### config.mk
export PLATFORM = sky130hd
export DESIGN_NAME = pir_resolver
export DESIGN_NICKNAME = d
export VERILOG_FILES = /design/src/rtl/pir_pkg.sv /design/src/rtl/pir_norm_tree.sv /design/src/rtl/pir_fast_find.sv /design/src/rtl/pir_out_stage.sv /design/src/rtl/pir_resolver.sv
export SDC_FILE = /design/constraint.sdc
export NUM_CORES = 1
export LEC_CHECK = 0
export BUFFER_PORTS_ARGS = -buffer_cell sky130_fd_sc_hd__buf_4
export CAP_MARGIN = 20
export CORE_UTILIZATION = 34
export DETAILED_ROUTE_END_ITERATION = 10
export SYNTH_ARGS = -nofsm -noshare
export SYNTH_HDL_FRONTEND = slang
export SYNTH_SLANG_ARGS = --single-unit
### constraint.sdc
create_clock -name clk -period 0.8 [get_ports clk]
set_clock_uncertainty 0.1 [all_clocks]
set_input_delay 0.16 -clock clk [delete_from_list [all_inputs] [get_ports clk]]
set_output_delay 0.16 -clock clk [all_outputs]
set_load 0.005 [all_outputs]
### src/rtl/pir_pkg.sv
package pir_pkg;

    localparam int PIR_NUM_SRC = 64;
    localparam int PIR_PRIO_W  = 4;
    localparam int PIR_MASK_W  = 5;

    // Decides whether the upper (higher-numbered) candidate displaces the lower one.
    // Equal priority favours the upper candidate, so ties go to the larger number.
    function automatic logic upper_wins(input logic up_v, input logic [7:0] up_p,
                                        input logic lo_v, input logic [7:0] lo_p);
        return up_v && (!lo_v || (up_p >= lo_p));
    endfunction

endpackage

### src/rtl/pir_norm_tree.sv
module pir_norm_tree
    import pir_pkg::*;
#(
    parameter int NUM_SRC = 64,
    parameter int PRIO_W  = 4,
    localparam int ID_W   = $clog2(NUM_SRC),
    localparam int LVL    = $clog2(NUM_SRC),
    localparam int NPAD   = 1 << LVL
) (
    input  logic [NUM_SRC-1:0]        cand,
    input  logic [NUM_SRC*PRIO_W-1:0] prio_fields,
    output logic                      win_valid,
    output logic [ID_W-1:0]           win_id,
    output logic [PRIO_W-1:0]         win_prio
);

    genvar lv;
    generate
        for (lv = 0; lv <= LVL; lv++) begin : g_lvl
            localparam int W = NPAD >> lv;
            logic              v [W];
            logic [ID_W-1:0]   id[W];
            logic [PRIO_W-1:0] p [W];
            if (lv == 0) begin : g_leaf
                for (genvar i = 0; i < W; i++) begin : g_src
                    if (i < NUM_SRC) begin : g_real
                        assign v[i]  = cand[i];
                        assign id[i] = ID_W'(i);
                        assign p[i]  = prio_fields[i*PRIO_W +: PRIO_W];
                    end else begin : g_pad
                        assign v[i]  = 1'b0;
                        assign id[i] = '0;
                        assign p[i]  = '0;
                    end
                end
            end else begin : g_node
                for (genvar k = 0; k < W; k++) begin : g_pair
                    logic take_up;
                    assign take_up = upper_wins(g_lvl[lv-1].v[2*k+1],
                                                8'(g_lvl[lv-1].p[2*k+1]),
                                                g_lvl[lv-1].v[2*k],
                                                8'(g_lvl[lv-1].p[2*k]));
                    assign v[k]  = g_lvl[lv-1].v[2*k] | g_lvl[lv-1].v[2*k+1];
                    assign id[k] = take_up ? g_lvl[lv-1].id[2*k+1] : g_lvl[lv-1].id[2*k];
                    assign p[k]  = take_up ? g_lvl[lv-1].p[2*k+1]  : g_lvl[lv-1].p[2*k];
                end
            end
        end
    endgenerate

    assign win_valid = g_lvl[LVL].v[0];
    assign win_id    = g_lvl[LVL].v[0] ? g_lvl[LVL].id[0] : '0;
    assign win_prio  = g_lvl[LVL].v[0] ? g_lvl[LVL].p[0]  : '0;

endmodule

### src/rtl/pir_fast_find.sv
module pir_fast_find #(
    parameter int NUM_SRC = 64,
    localparam int ID_W   = $clog2(NUM_SRC)
) (
    input  logic [NUM_SRC-1:0] cand,
    output logic               found,
    output logic [ID_W-1:0]    first_id
);

    always_comb begin
        first_id = '0;
        for (int i = NUM_SRC - 1; i >= 0; i--) begin
            if (cand[i]) first_id = ID_W'(i);
        end
    end

    assign found = |cand;

endmodule

### src/rtl/pir_out_stage.sv
module pir_out_stage #(
    parameter int W       = 8,
    parameter bit REG_OUT = 1'b1
) (
    input  logic         clk,
    input  logic         rst_n,
    input  logic [W-1:0] d,
    output logic [W-1:0] q
);

    generate
        if (REG_OUT) begin : g_reg
            logic [W-1:0] q_r;
            always_ff @(posedge clk or negedge rst_n) begin
                if (!rst_n) q_r <= '0;
                else        q_r <= d;
            end
            assign q = q_r;
        end else begin : g_comb
            assign q = rst_n ? d : '0;
        end
    endgenerate

endmodule

### src/rtl/pir_resolver.sv
module pir_resolver
    import pir_pkg::*;
#(
    parameter int NUM_SRC = PIR_NUM_SRC,
    parameter int PRIO_W  = PIR_PRIO_W,
    parameter int MASK_W  = PIR_MASK_W,
    parameter bit REG_OUT = 1'b1,
    localparam int ID_W   = $clog2(NUM_SRC),
    localparam int OUT_W  = 4 + 2*ID_W + PRIO_W
) (
    input  logic                      clk,
    input  logic                      rst_n,
    input  logic [NUM_SRC-1:0]        src_pending,
    input  logic [NUM_SRC-1:0]        src_enable,
    input  logic [NUM_SRC-1:0]        src_fast,
    input  logic [NUM_SRC*PRIO_W-1:0] prio_fields,
    input  logic [MASK_W-1:0]         mask_level,
    output logic                      norm_req,
    output logic                      norm_valid,
    output logic [ID_W-1:0]           norm_id,
    output logic [PRIO_W-1:0]         norm_prio,
    output logic                      fast_req,
    output logic                      fast_valid,
    output logic [ID_W-1:0]           fast_id
);

    localparam logic [MASK_W-1:0] GATE_OFF = '1;

    logic [NUM_SRC-1:0] act, act_norm, act_fast;
    logic               nv_c, fv_c, nreq_c;
    logic [ID_W-1:0]    nid_c, fid_c;
    logic [PRIO_W-1:0]  np_c;
    logic [OUT_W-1:0]   pack_d, pack_q;

    assign act      = src_pending & src_enable;
    assign act_norm = act & ~src_fast;
    assign act_fast = act & src_fast;

    pir_norm_tree #(.NUM_SRC(NUM_SRC), .PRIO_W(PRIO_W)) u_norm (
        .cand(act_norm), .prio_fields(prio_fields),
        .win_valid(nv_c), .win_id(nid_c), .win_prio(np_c)
    );

    pir_fast_find #(.NUM_SRC(NUM_SRC)) u_fast (
        .cand(act_fast), .found(fv_c), .first_id(fid_c)
    );

    // The winner carries the maximum priority, so comparing it alone is enough.
    always_comb begin
        if (mask_level == GATE_OFF) nreq_c = nv_c;
        else                        nreq_c = nv_c && ({{(MASK_W){1'b0}}, np_c} > (PRIO_W+MASK_W)'(mask_level));
    end

    assign pack_d = {nreq_c, nv_c, nid_c, np_c, fv_c, fv_c, fid_c};

    pir_out_stage #(.W(OUT_W), .REG_OUT(REG_OUT)) u_out (
        .clk(clk), .rst_n(rst_n), .d(pack_d), .q(pack_q)
    );

    assign {norm_req, norm_valid, norm_id, norm_prio, fast_req, fast_valid, fast_id} = pack_q;

    // Normal winner is a real active normal source and reports its own field
    assert_norm_winner_R6: assert property (@(posedge clk) disable iff (!rst_n)
        nv_c |-> (act_norm[nid_c] && (prio_fields[nid_c*PRIO_W +: PRIO_W] == np_c)));

    // Fast winner is active fast and nothing lower-numbered is
    assert_fast_lowest_R7: assert property (@(posedge clk) disable iff (!rst_n)
        fv_c |-> (act_fast[fid_c] && ((act_fast & ((NUM_SRC'(1) << fid_c) - NUM_SRC'(1))) == '0)));

    // Gated request must exceed the threshold
    assert_norm_above_mask_R5: assert property (@(posedge clk) disable iff (!rst_n)
        (nreq_c && mask_level != GATE_OFF) |-> ({{(MASK_W){1'b0}}, np_c} > (PRIO_W+MASK_W)'(mask_level)));

    // Gating off: request follows the presence of any normal source
    assert_gate_off_R4: assert property (@(posedge clk) disable iff (!rst_n)
        (mask_level == GATE_OFF) |-> (nreq_c == (act_norm != '0)));

    // Fast request independent of mask: present exactly when a fast source is
    assert_fast_req_R3: assert property (@(posedge clk) disable iff (!rst_n)
        (fv_c == (act_fast != '0)) && !(fv_c && !act_fast[fid_c]));

endmodule

==> results.toml, run 1 <==
[run_status]
outcome = "complete, but fails checks"
violations = "setup timing"

[timing]
max_freq_mhz = 109.3
rsz0062_at_grt = "yes"
finalSetupTns_ps = -99210
slew_headroom_pct = 65.35
setup_slack_ps = -8349
worst_slew_pin_slew_ps = 517.5
slew_violations = 0
finalCritPeriodShare_pct = 1144
setup_viol = 39
fin_crit_ps = 9149
hold_viol_final = 0
whs_ps = 189.5

[synth]
synth_cells = 2147
async_flop_share_pct = 100.0
yosys_warnings = 0
synth-main-ff-cell = "dfrtp_1"
syn_avg_cell_area_sq_um = 7.010
synth.distinct_cells = 99
synth_edf_count = 0
netlist_area_sq_mm = 0.01505
seq_area_frac_synth_pct = 3.159
synth_nets = 2858
synth_seq_cells = 19

[global_routing]
grt_usage_pct = 29.48
antenna_found_initial = 1
grt_max_degree = 20
overflow = 0
grt_pass1_vias = 22616
grt_pass1_wl_um = 108700

[cts]
cts.sinks = 19
clockRootBuffer = "clkbuf_16"
cts_tree = "yes"
clockBufferDepth = 2
clkSlewWorstSetupHoldPaths_ps = 60
cts_inserted_buffers = 3
cts_max_level = 1

[final_layout]
seq_area_sq_um = 478.0
layout-drive-gt1-share_pct = 51.74
fill_cells = 3633
mostFrequentLayoutCells = "buf_4, inv_1, ha_1"
fin_cells = 4255
syn_to_final_growth_pct = 96.86
multi_input_area_sq_mm = 0.01495
largest_register_ffs = 19
fin_nets = 4382
final_common_cell = "buf_4"
diodes = 0
postLayoutCellArea_sq_mm = 0.02963

[routing]
drt_pre_antenna_iters = 5
drt-initial-drc-count = 1227
via_per_inst = 5.305
remaining_drc_errors = 0
wirelength_um = 71150
vias = 22573
post_drt_wl_per_cell_um = 16.72
ant_nets = 0

[worst_setup_path]
critPathTopFamily = "compound AO/OA/AOI/OAI gates"
crit_slowest_cell = "o211ai_1"
path_buf_inv = 7
critPathKind = "input port to flip-flop"
cp.depth = 52
endpoint_kind = "flip-flop"
critPathCapture = "u_out.q[19]"
worstSetupStartpointType = "input port"
cp-startpoint = "prio_fields[93]"
critPathMaxFanout = 8
cp_data_arrival_time_ps = 9250
cp_data_required_time_ps = 900
slowest_delay_ps = 440

[placement]
post-dp-hpwl_um = 60130
place_inst = 4167
io_buffer_count = 474
place.gp.congestion = 0.9319
placed_area_sq_mm = 0.02712

[die]
die_w_um = 212.4
fp.dieH_um = 212.4
std_cell_rows = 76
io_pins = 475
initial_core_util_pct = 34.71
core_area_sq_mm = 0.04336
die_area_sq_mm = 0.04511

[min_path]
hold_path_class = "input port to flip-flop"

[power]
p_per_area_mw_per_mm2 = 1299
power_leakage_nw = 15.37
power_mw = 38.47
ir_drop_v = 0.002228

[flow_run]
cap_viol_max_count = 0
## worst min-delay path, cell delays in order
cell	delay [ps]
buf_4	120
mux2i_1	80
and2_1	140
## synth_stat cells, drive strengths merged (9+ instances only)
| cell | instances | area (sq um) |
|---|---|---|
| nand2b | 62 | 387.9 |
| a21boi | 18 | 135.1 |
| o221ai | 22 | 192.7 |
| and2 | 13 | 81.33 |
| and3 | 16 | 100.1 |
| buf | 35 | 219.0 |
| a31oi | 44 | 287.8 |
| clkbuf | 21 | 98.85 |
| dfrtp | 19 | 475.5 |
| nor3 | 19 | 105.1 |
| a21o | 26 | 195.2 |
| ha | 256 | 3203 |
| nand3b | 77 | 589.3 |
| nand2 | 250 | 940.9 |
| nor2 | 146 | 553.0 |
| a32oi | 22 | 207.7 |
| o31ai | 9 | 115.1 |
| inv | 267 | 1002 |
| mux2i | 98 | 980.9 |
| nand3 | 102 | 510.5 |
| a211oi | 22 | 180.2 |
| o211ai | 13 | 102.6 |
| a21oi | 72 | 364.1 |
| nor2b | 31 | 193.9 |
| o311ai | 51 | 446.7 |
| o211a | 15 | 150.1 |
| a22oi | 26 | 200.2 |
| and3b | 9 | 78.83 |
| a32o | 65 | 650.6 |
| o21ai | 176 | 914.6 |
| nor4bb | 16 | 160.2 |
## stage by stage
step           worst slack, ps  util [%]
2_1_floorplan            -8177         -
3_3_place_gp             -8609     62.54
3_5_place_dp             -8753     62.54
4_1_cts                  -8278     65.86
5_1_grt                  -8705     68.32
6_report                 -8349     68.32
## cells by family after synthesis
family	count (synthesis)	synth area share, %
AO/OA/AOI/OAI	660	32.75
multiplexers	105	7.042
buffers and inverters	325	8.854
AND/OR/NAND/NOR	782	26.91
adder cells (fa/ha/maj)	256	21.28
flip-flops	19	3.159
## power breakdown
part           leakage, nW  total, mW  switching, mW  internal [mW]
sequential           0.225       1.65          0.278           1.37
clock               0.0382       1.09          0.410          0.680
combinational         15.1       35.7           16.0           19.8
## final cells by class
cell class	instances	area share (%)
flip-flops and latches	19	1.613
inverters	269	3.497
multi-input cells	1803	50.46
clock buffers	4	0.2661
well taps	585	2.471
repair buffers	1575	41.69
## metal layers
metal	up-vias	wire, um	global-route usage (%)
met5	-	13	0
met4	2	2118	8.658
met3	122	3268	3.072
met2	634	36420	55.48
met1	10684	29320	34.73
li1	11131	-	-
## timing repair
action	in CTS	in global routing
setup buffers	49	47
hold endpoints to repair	19	0
setup endpoints to repair	39	41
pin swaps	88	102
hold buffers	1	0
gates resized for setup	231	189
## worst min path at each step
stage	startpoint	endpoint	depth (start not counted)
2_1_floorplan	rst_n	u_out.q[0]	0
3_3_place_gp	rst_n	u_out.q[0]	1
3_5_place_dp	rst_n	u_out.q[0]	1
4_1_cts	src_fast[1]	u_out.q[0]	3
5_1_grt	mask_level[4]	u_out.q[19]	3
6_report	mask_level[4]	u_out.q[19]	3
No activity file was read; power rests on OpenSTA's default activity.
==> run 2: changes to the inputs <==
--- a/config.mk
+++ b/config.mk
@@ -5,8 +5,10 @@
 export SDC_FILE = /design/constraint.sdc
 export NUM_CORES = 1
 export LEC_CHECK = 0
+export ABC_CLOCK_PERIOD_IN_PS = 800
 export BUFFER_PORTS_ARGS = -buffer_cell sky130_fd_sc_hd__buf_4
 export CAP_MARGIN = 20
+export CORE_ASPECT_RATIO = 1.5
 export CORE_UTILIZATION = 34
 export DETAILED_ROUTE_END_ITERATION = 10
 export SYNTH_ARGS = -nofsm -noshare
==> run 2 against run 1 <==
The run still ends with setup timing left. Die area about the same. First-iteration DRC count down 22%. Hold slack worse by 37 ps. Sequential share of layout area about the same. Design area up 1.1%. Critical path depth up 2. Critical path type unchanged. Power up 6.2%. Final cell count up 0.21%. Clock power about the same. Combinational power up 7.0%. Core utilization up 0.11 points.
==> results.toml, run 2 (same netlist as run 1, synthesis figures left out) <==
[routing]
remaining_drc_errors = 0
via_per_inst = 5.324
drt_pre_antenna_iters = 6
vias = 22701
drt-initial-drc-count = 954
post_drt_wl_per_cell_um = 17.08
ant_nets = 0
wirelength_um = 72840

[die]
die_w_um = 173.8
core_area_sq_mm = 0.04375
io_pins = 475
initial_core_util_pct = 34.40
die_area_sq_mm = 0.04513
std_cell_rows = 94
fp.dieH_um = 259.7

[power]
ir_drop_v = 0.003125
combinationalPowerShare_pct = 93.5
power_leakage_nw = 15.49
power_mw = 40.87
pwr-share-seq_pct = 3.9
p_int_mw = 23.70
pwr-share-clk_pct = 2.6
p_per_area_mw_per_mm2 = 1365
switching_share_pct = 42.01
p_sw_mw = 17.17

[final_layout]
final_common_cell = "buf_4"
largest_register_ffs = 19
syn_to_final_growth_pct = 98.94
fin_nets = 4400
postLayoutCoreUtil_pct = 68.43
layout-drive-gt1-share_pct = 52.44
mostFrequentLayoutCells = "buf_4, inv_1, ha_1"
diodes = 0

[global_routing]
grt_max_degree = 20
grt_pass1_wl_um = 110900
overflow = 0
antenna_found_initial = 3
grt_pass1_vias = 23385
grt_usage_pct = 29.95

[worst_setup_path]
crit_top_cell = "o21ai_2"
cp_data_required_time_ps = 840
critPathKind = "input port to flip-flop"
slowest_delay_ps = 350
cp_data_arrival_time_ps = 9130
critPathMaxFanout = 5
worstSetupStartpointType = "input port"
endpoint_kind = "flip-flop"
crit_slowest_cell = "a2111oi_2"

[placement]
post-dp-hpwl_um = 61900
io_buffer_count = 474
pre_cts_slack_ps = -9093
place.gp.congestion = 0.9585

[cts]
clkSlewWorstSetupHoldPaths_ps = 60
cts_tree = "yes"
clockBufferDepth = 2
clockRootBuffer = "clkbuf_16"
cts.sinks = 19
cts_inserted_buffers = 3
cts_max_level = 1

[timing]
slew_headroom_pct = 60.12
rsz0062_at_grt = "yes"
finalCritPeriodShare_pct = 1135
slew_violations = 0
whs_ps = 152.1
max_freq_mhz = 110.1
hold_viol_final = 0
fin_crit_ps = 9080
setup_slack_ps = -8280
setup_viol = 39
worst_slew_pin_slew_ps = 592.0
finalSetupTns_ps = -98690

[min_path]
hold_path_class = "input port to flip-flop"

[run_status]
outcome = "complete, but fails checks"
violations = "setup timing"

[flow_run]
cap_viol_max_count = 0
[run 2: cell types whose count changed in the layout (fill, tap and decap cells not counted), moves of 4 or more]
cell and change:
mux2i_2 -10, buf_6 -9, mux2i_4 +7, o21ai_1 -5, buf_8 +4, o21ai_2 +7, buf_4 +22
[run 2: power groups by stage]
stage	logic [mW]	clock network [mW]	registers, mW
2_1_floorplan	12.9	0	1.51
3_5_place_dp	27.2	0	1.53
6_report	38.2	1.07	1.60
5_1_grt	40.9	1.11	1.61
3_3_place_gp	26.4	0	1.52
4_1_cts	33.6	1.07	1.58
[run 2: cell type report]
type / instances / area (sq um)
multi-input cells: 1805 / 15170
fillers: 3659 / 13810
repair buffers: 1591 / 12450
inverters: 269 / 1040
well taps: 576 / 720.7
flip-flops and latches: 19 / 478.0
clock buffers: 3 / 75.07
clock inverters: 1 / 5.005
[run 2: worst max-delay path: cells and delay by family]
family	cells	cell delay, ps
buffers and inverters	10	1110
adder cells (fa/ha/maj)	7	1750
AND/OR/NAND/NOR	8	980
AO/OA/AOI/OAI	25	4270
multiplexers	4	820
[run 2: final timing paths]
check	from	to	slack, ps	cells after the start
worst max-delay path	prio_fields[92]	u_out.q[19]	-8280	54
worst min-delay path	mask_level[4]	u_out.q[19]	150	3
max in group asynchronous	rst_n	u_out.q[7]	100	2
min in group asynchronous	rst_n	u_out.q[0]	240	2
[run 2: routing by layer]
| metal | wire length [um] | vias up | global-route usage [%] |
|---|---|---|---|
| met5 | 37 | - | 0 |
| met4 | 3567 | 6 | 13.50 |
| met3 | 2813 | 223 | 3.012 |
| met2 | 40210 | 668 | 62.34 |
| met1 | 26210 | 10627 | 28.92 |
| li1 | - | 11177 | - |
[run 2: repair_timing]
item | in CTS | in global routing
buffers inserted | 56 | 55
pin swaps | 94 | 123
hold endpoints to repair | 19 | 0
cloned | 1 | 1
resized for setup | 276 | 183
hold buffers | 1 | 0
endpoints found under the setup margin | 39 | 39
[run 2: per-stage QoR]
step                instance area (sq um)  instances
finish                              29940       4264
global route                        29940       4264
CTS                                 28820       4218
detailed placement                  27070       4157
global placement                    27070       4157
floorplan                           15490       2147
==> run 3: changes to the inputs <==
--- a/config.mk
+++ b/config.mk
@@ -11,6 +11,7 @@
 export CORE_ASPECT_RATIO = 1.5
 export CORE_UTILIZATION = 34
 export DETAILED_ROUTE_END_ITERATION = 10
+export REMOVE_ABC_BUFFERS = 1
 export SYNTH_ARGS = -nofsm -noshare
 export SYNTH_HDL_FRONTEND = slang
 export SYNTH_SLANG_ARGS = --single-unit
==> run 3 against run 2 <==
The run still ends with setup timing left. Global-route usage shrank 0.29 points. Non-clock buffer count shrank 19. Routed wire length shrank 1.6%. Core utilization shrank 0.68 points. Combinational power shrank 6.8%. Flip-flop and latch count is the same. Sequential power is essentially flat.
==> results.toml, run 3 (same netlist as run 1, synthesis figures left out) <==
[run_status]
outcome = "complete, but fails checks"
violations = "setup timing"

[worst_setup_path]
crit_slowest_cell = "a2111oi_4"
cp-startpoint = "prio_fields[62]"
worstSetupStartpointType = "input port"
critPathKind = "input port to flip-flop"
cp_data_arrival_time_ps = 9050
slowest_delay_ps = 450
critPathCapture = "u_out.q[19]"
critPathMaxFanout = 5
endpoint_kind = "flip-flop"
cp_data_required_time_ps = 900

[cts]
cts.sinks = 19
cts_inserted_buffers = 3
clockRootBuffer = "clkbuf_16"
clockBufferDepth = 2
clkSlewWorstSetupHoldPaths_ps = 60
cts_tree = "yes"
cts_max_level = 1

[global_routing]
overflow = 0
grt_use_met2_pct = 61.58
grt_pass1_vias = 23099
grt.busiest_layer = "met2"
grt_usage_pct = 29.66
globalRouteMet3Util_pct = 2.675
use_met1_pct = 28.48
grt_max_degree = 20
antenna_found_initial = 8
grt_pass1_wl_um = 110400

[die]
core_area_sq_mm = 0.04375
die_w_um = 173.8
die_area_sq_mm = 0.04513
initial_core_util_pct = 34.40
io_pins = 475
fp.dieH_um = 259.7
std_cell_rows = 94

[timing]
slew_headroom_pct = 65.97
slew_violations = 0
setup_slack_ps = -8142
fin_crit_ps = 8942
rsz0062_at_grt = "yes"
worst_slew_pin_slew_ps = 507.0
max_freq_mhz = 111.8
hold_viol_final = 0
setup_viol = 39
whs_ps = 101.4
finalCritPeriodShare_pct = 1118

[final_layout]
layout-drive-gt1-share_pct = 52.09
final_common_cell = "buf_4"
fill_cells = 3765
syn_to_final_growth_pct = 96.95
postLayoutCoreUtil_pct = 67.74
mostFrequentLayoutCells = "buf_4, inv_1, nand2_1"
largest_register_ffs = 19
fin_nets = 4381

[routing]
via_per_inst = 5.329
drt-initial-drc-count = 952
vias = 22664
remaining_drc_errors = 0
ant_nets = 0
drt_pre_antenna_iters = 7
post_drt_wl_per_cell_um = 16.84
wirelength_um = 71640

[power]
p_per_area_mw_per_mm2 = 1293
ir_drop_v = 0.002605
power_leakage_nw = 15.31

[min_path]
hp-start = "mask_level[4]"
hold_path_class = "input port to flip-flop"

[placement]
io_buffer_count = 474
place.gp.congestion = 0.9949
post-dp-hpwl_um = 60900

[flow_run]
cap_viol_max_count = 0
-- run 3: worst min path at each step --
stage	end	slack [ps]	cells after the start
2_1_floorplan	u_out.q[0]	-240	0
3_3_place_gp	u_out.q[2]	-40	1
3_5_place_dp	u_out.q[2]	-40	1
4_1_cts	u_out.q[19]	100	3
5_1_grt	u_out.q[19]	110	3
6_report	u_out.q[19]	100	3
-- run 3: power breakdown --
part,internal (mW),switching [mW],total (mW)
Sequential,1.37,0.196,1.57
Clock,0.679,0.440,1.12
Combinational,20.0,15.7,35.6
Total,22.0,16.3,38.3
-- run 3: stage by stage --
stage / instances / power (mW) / area (sq um) / worst slack, ps / TNS (ps)
final: 4253 / 38.32 / 29640 / -8142 / -95430
after global routing: 4253 / 41.04 / 29640 / -8644 / -101510
after CTS: 4204 / 34.42 / 28470 / -8007 / -93020
after detailed placement: 4142 / 27.31 / 26540 / -9069 / -103150
after global placement: 4142 / 26.54 / 26540 / -8674 / -99570
after floorplan: 2091 / 13.04 / 14730 / -9553 / -101870
-- run 3: repair_timing --
| action | 4_1_cts | 5_1_grt |
|---|---|---|
| setup buffers | 56 | 44 |
| pin swaps | 136 | 94 |
| hold buffers | 1 | 0 |
| endpoints found under the hold margin | 19 | 0 |
| gates cloned | 3 | 0 |
| endpoints found under the setup margin | 39 | 39 |
| gates resized for setup | 340 | 186 |
-- run 3: layer usage --
metal	up-vias	routed length, um
li1	11145	-
met1	10652	25530
met2	662	39890
met3	205	2416
met4	0	3801
met5	-	0
-- run 3: worst max-delay path, delay by kind of cell --
family | cells | cell delay (ps)
buffers and inverters | 8 | 980
adder cells (fa/ha/maj) | 7 | 1960
multiplexers | 3 | 670
AO/OA/AOI/OAI | 26 | 4360
AND/OR/NAND/NOR | 6 | 900
-- run 3: cell type report --
cell class | count | area, sq um | area share [%]
multi-input combinational | 1805 | 15110 | 50.96
sequential | 19 | 475.5 | 1.604
antenna | 8 | 20.02 | 0.06754
clock inverter | 1 | 7.507 | 0.02533
timing repair buffer | 1572 | 12210 | 41.18
tap | 576 | 720.7 | 2.432
clock buffer | 3 | 75.07 | 0.2533
inverter | 269 | 1030 | 3.474
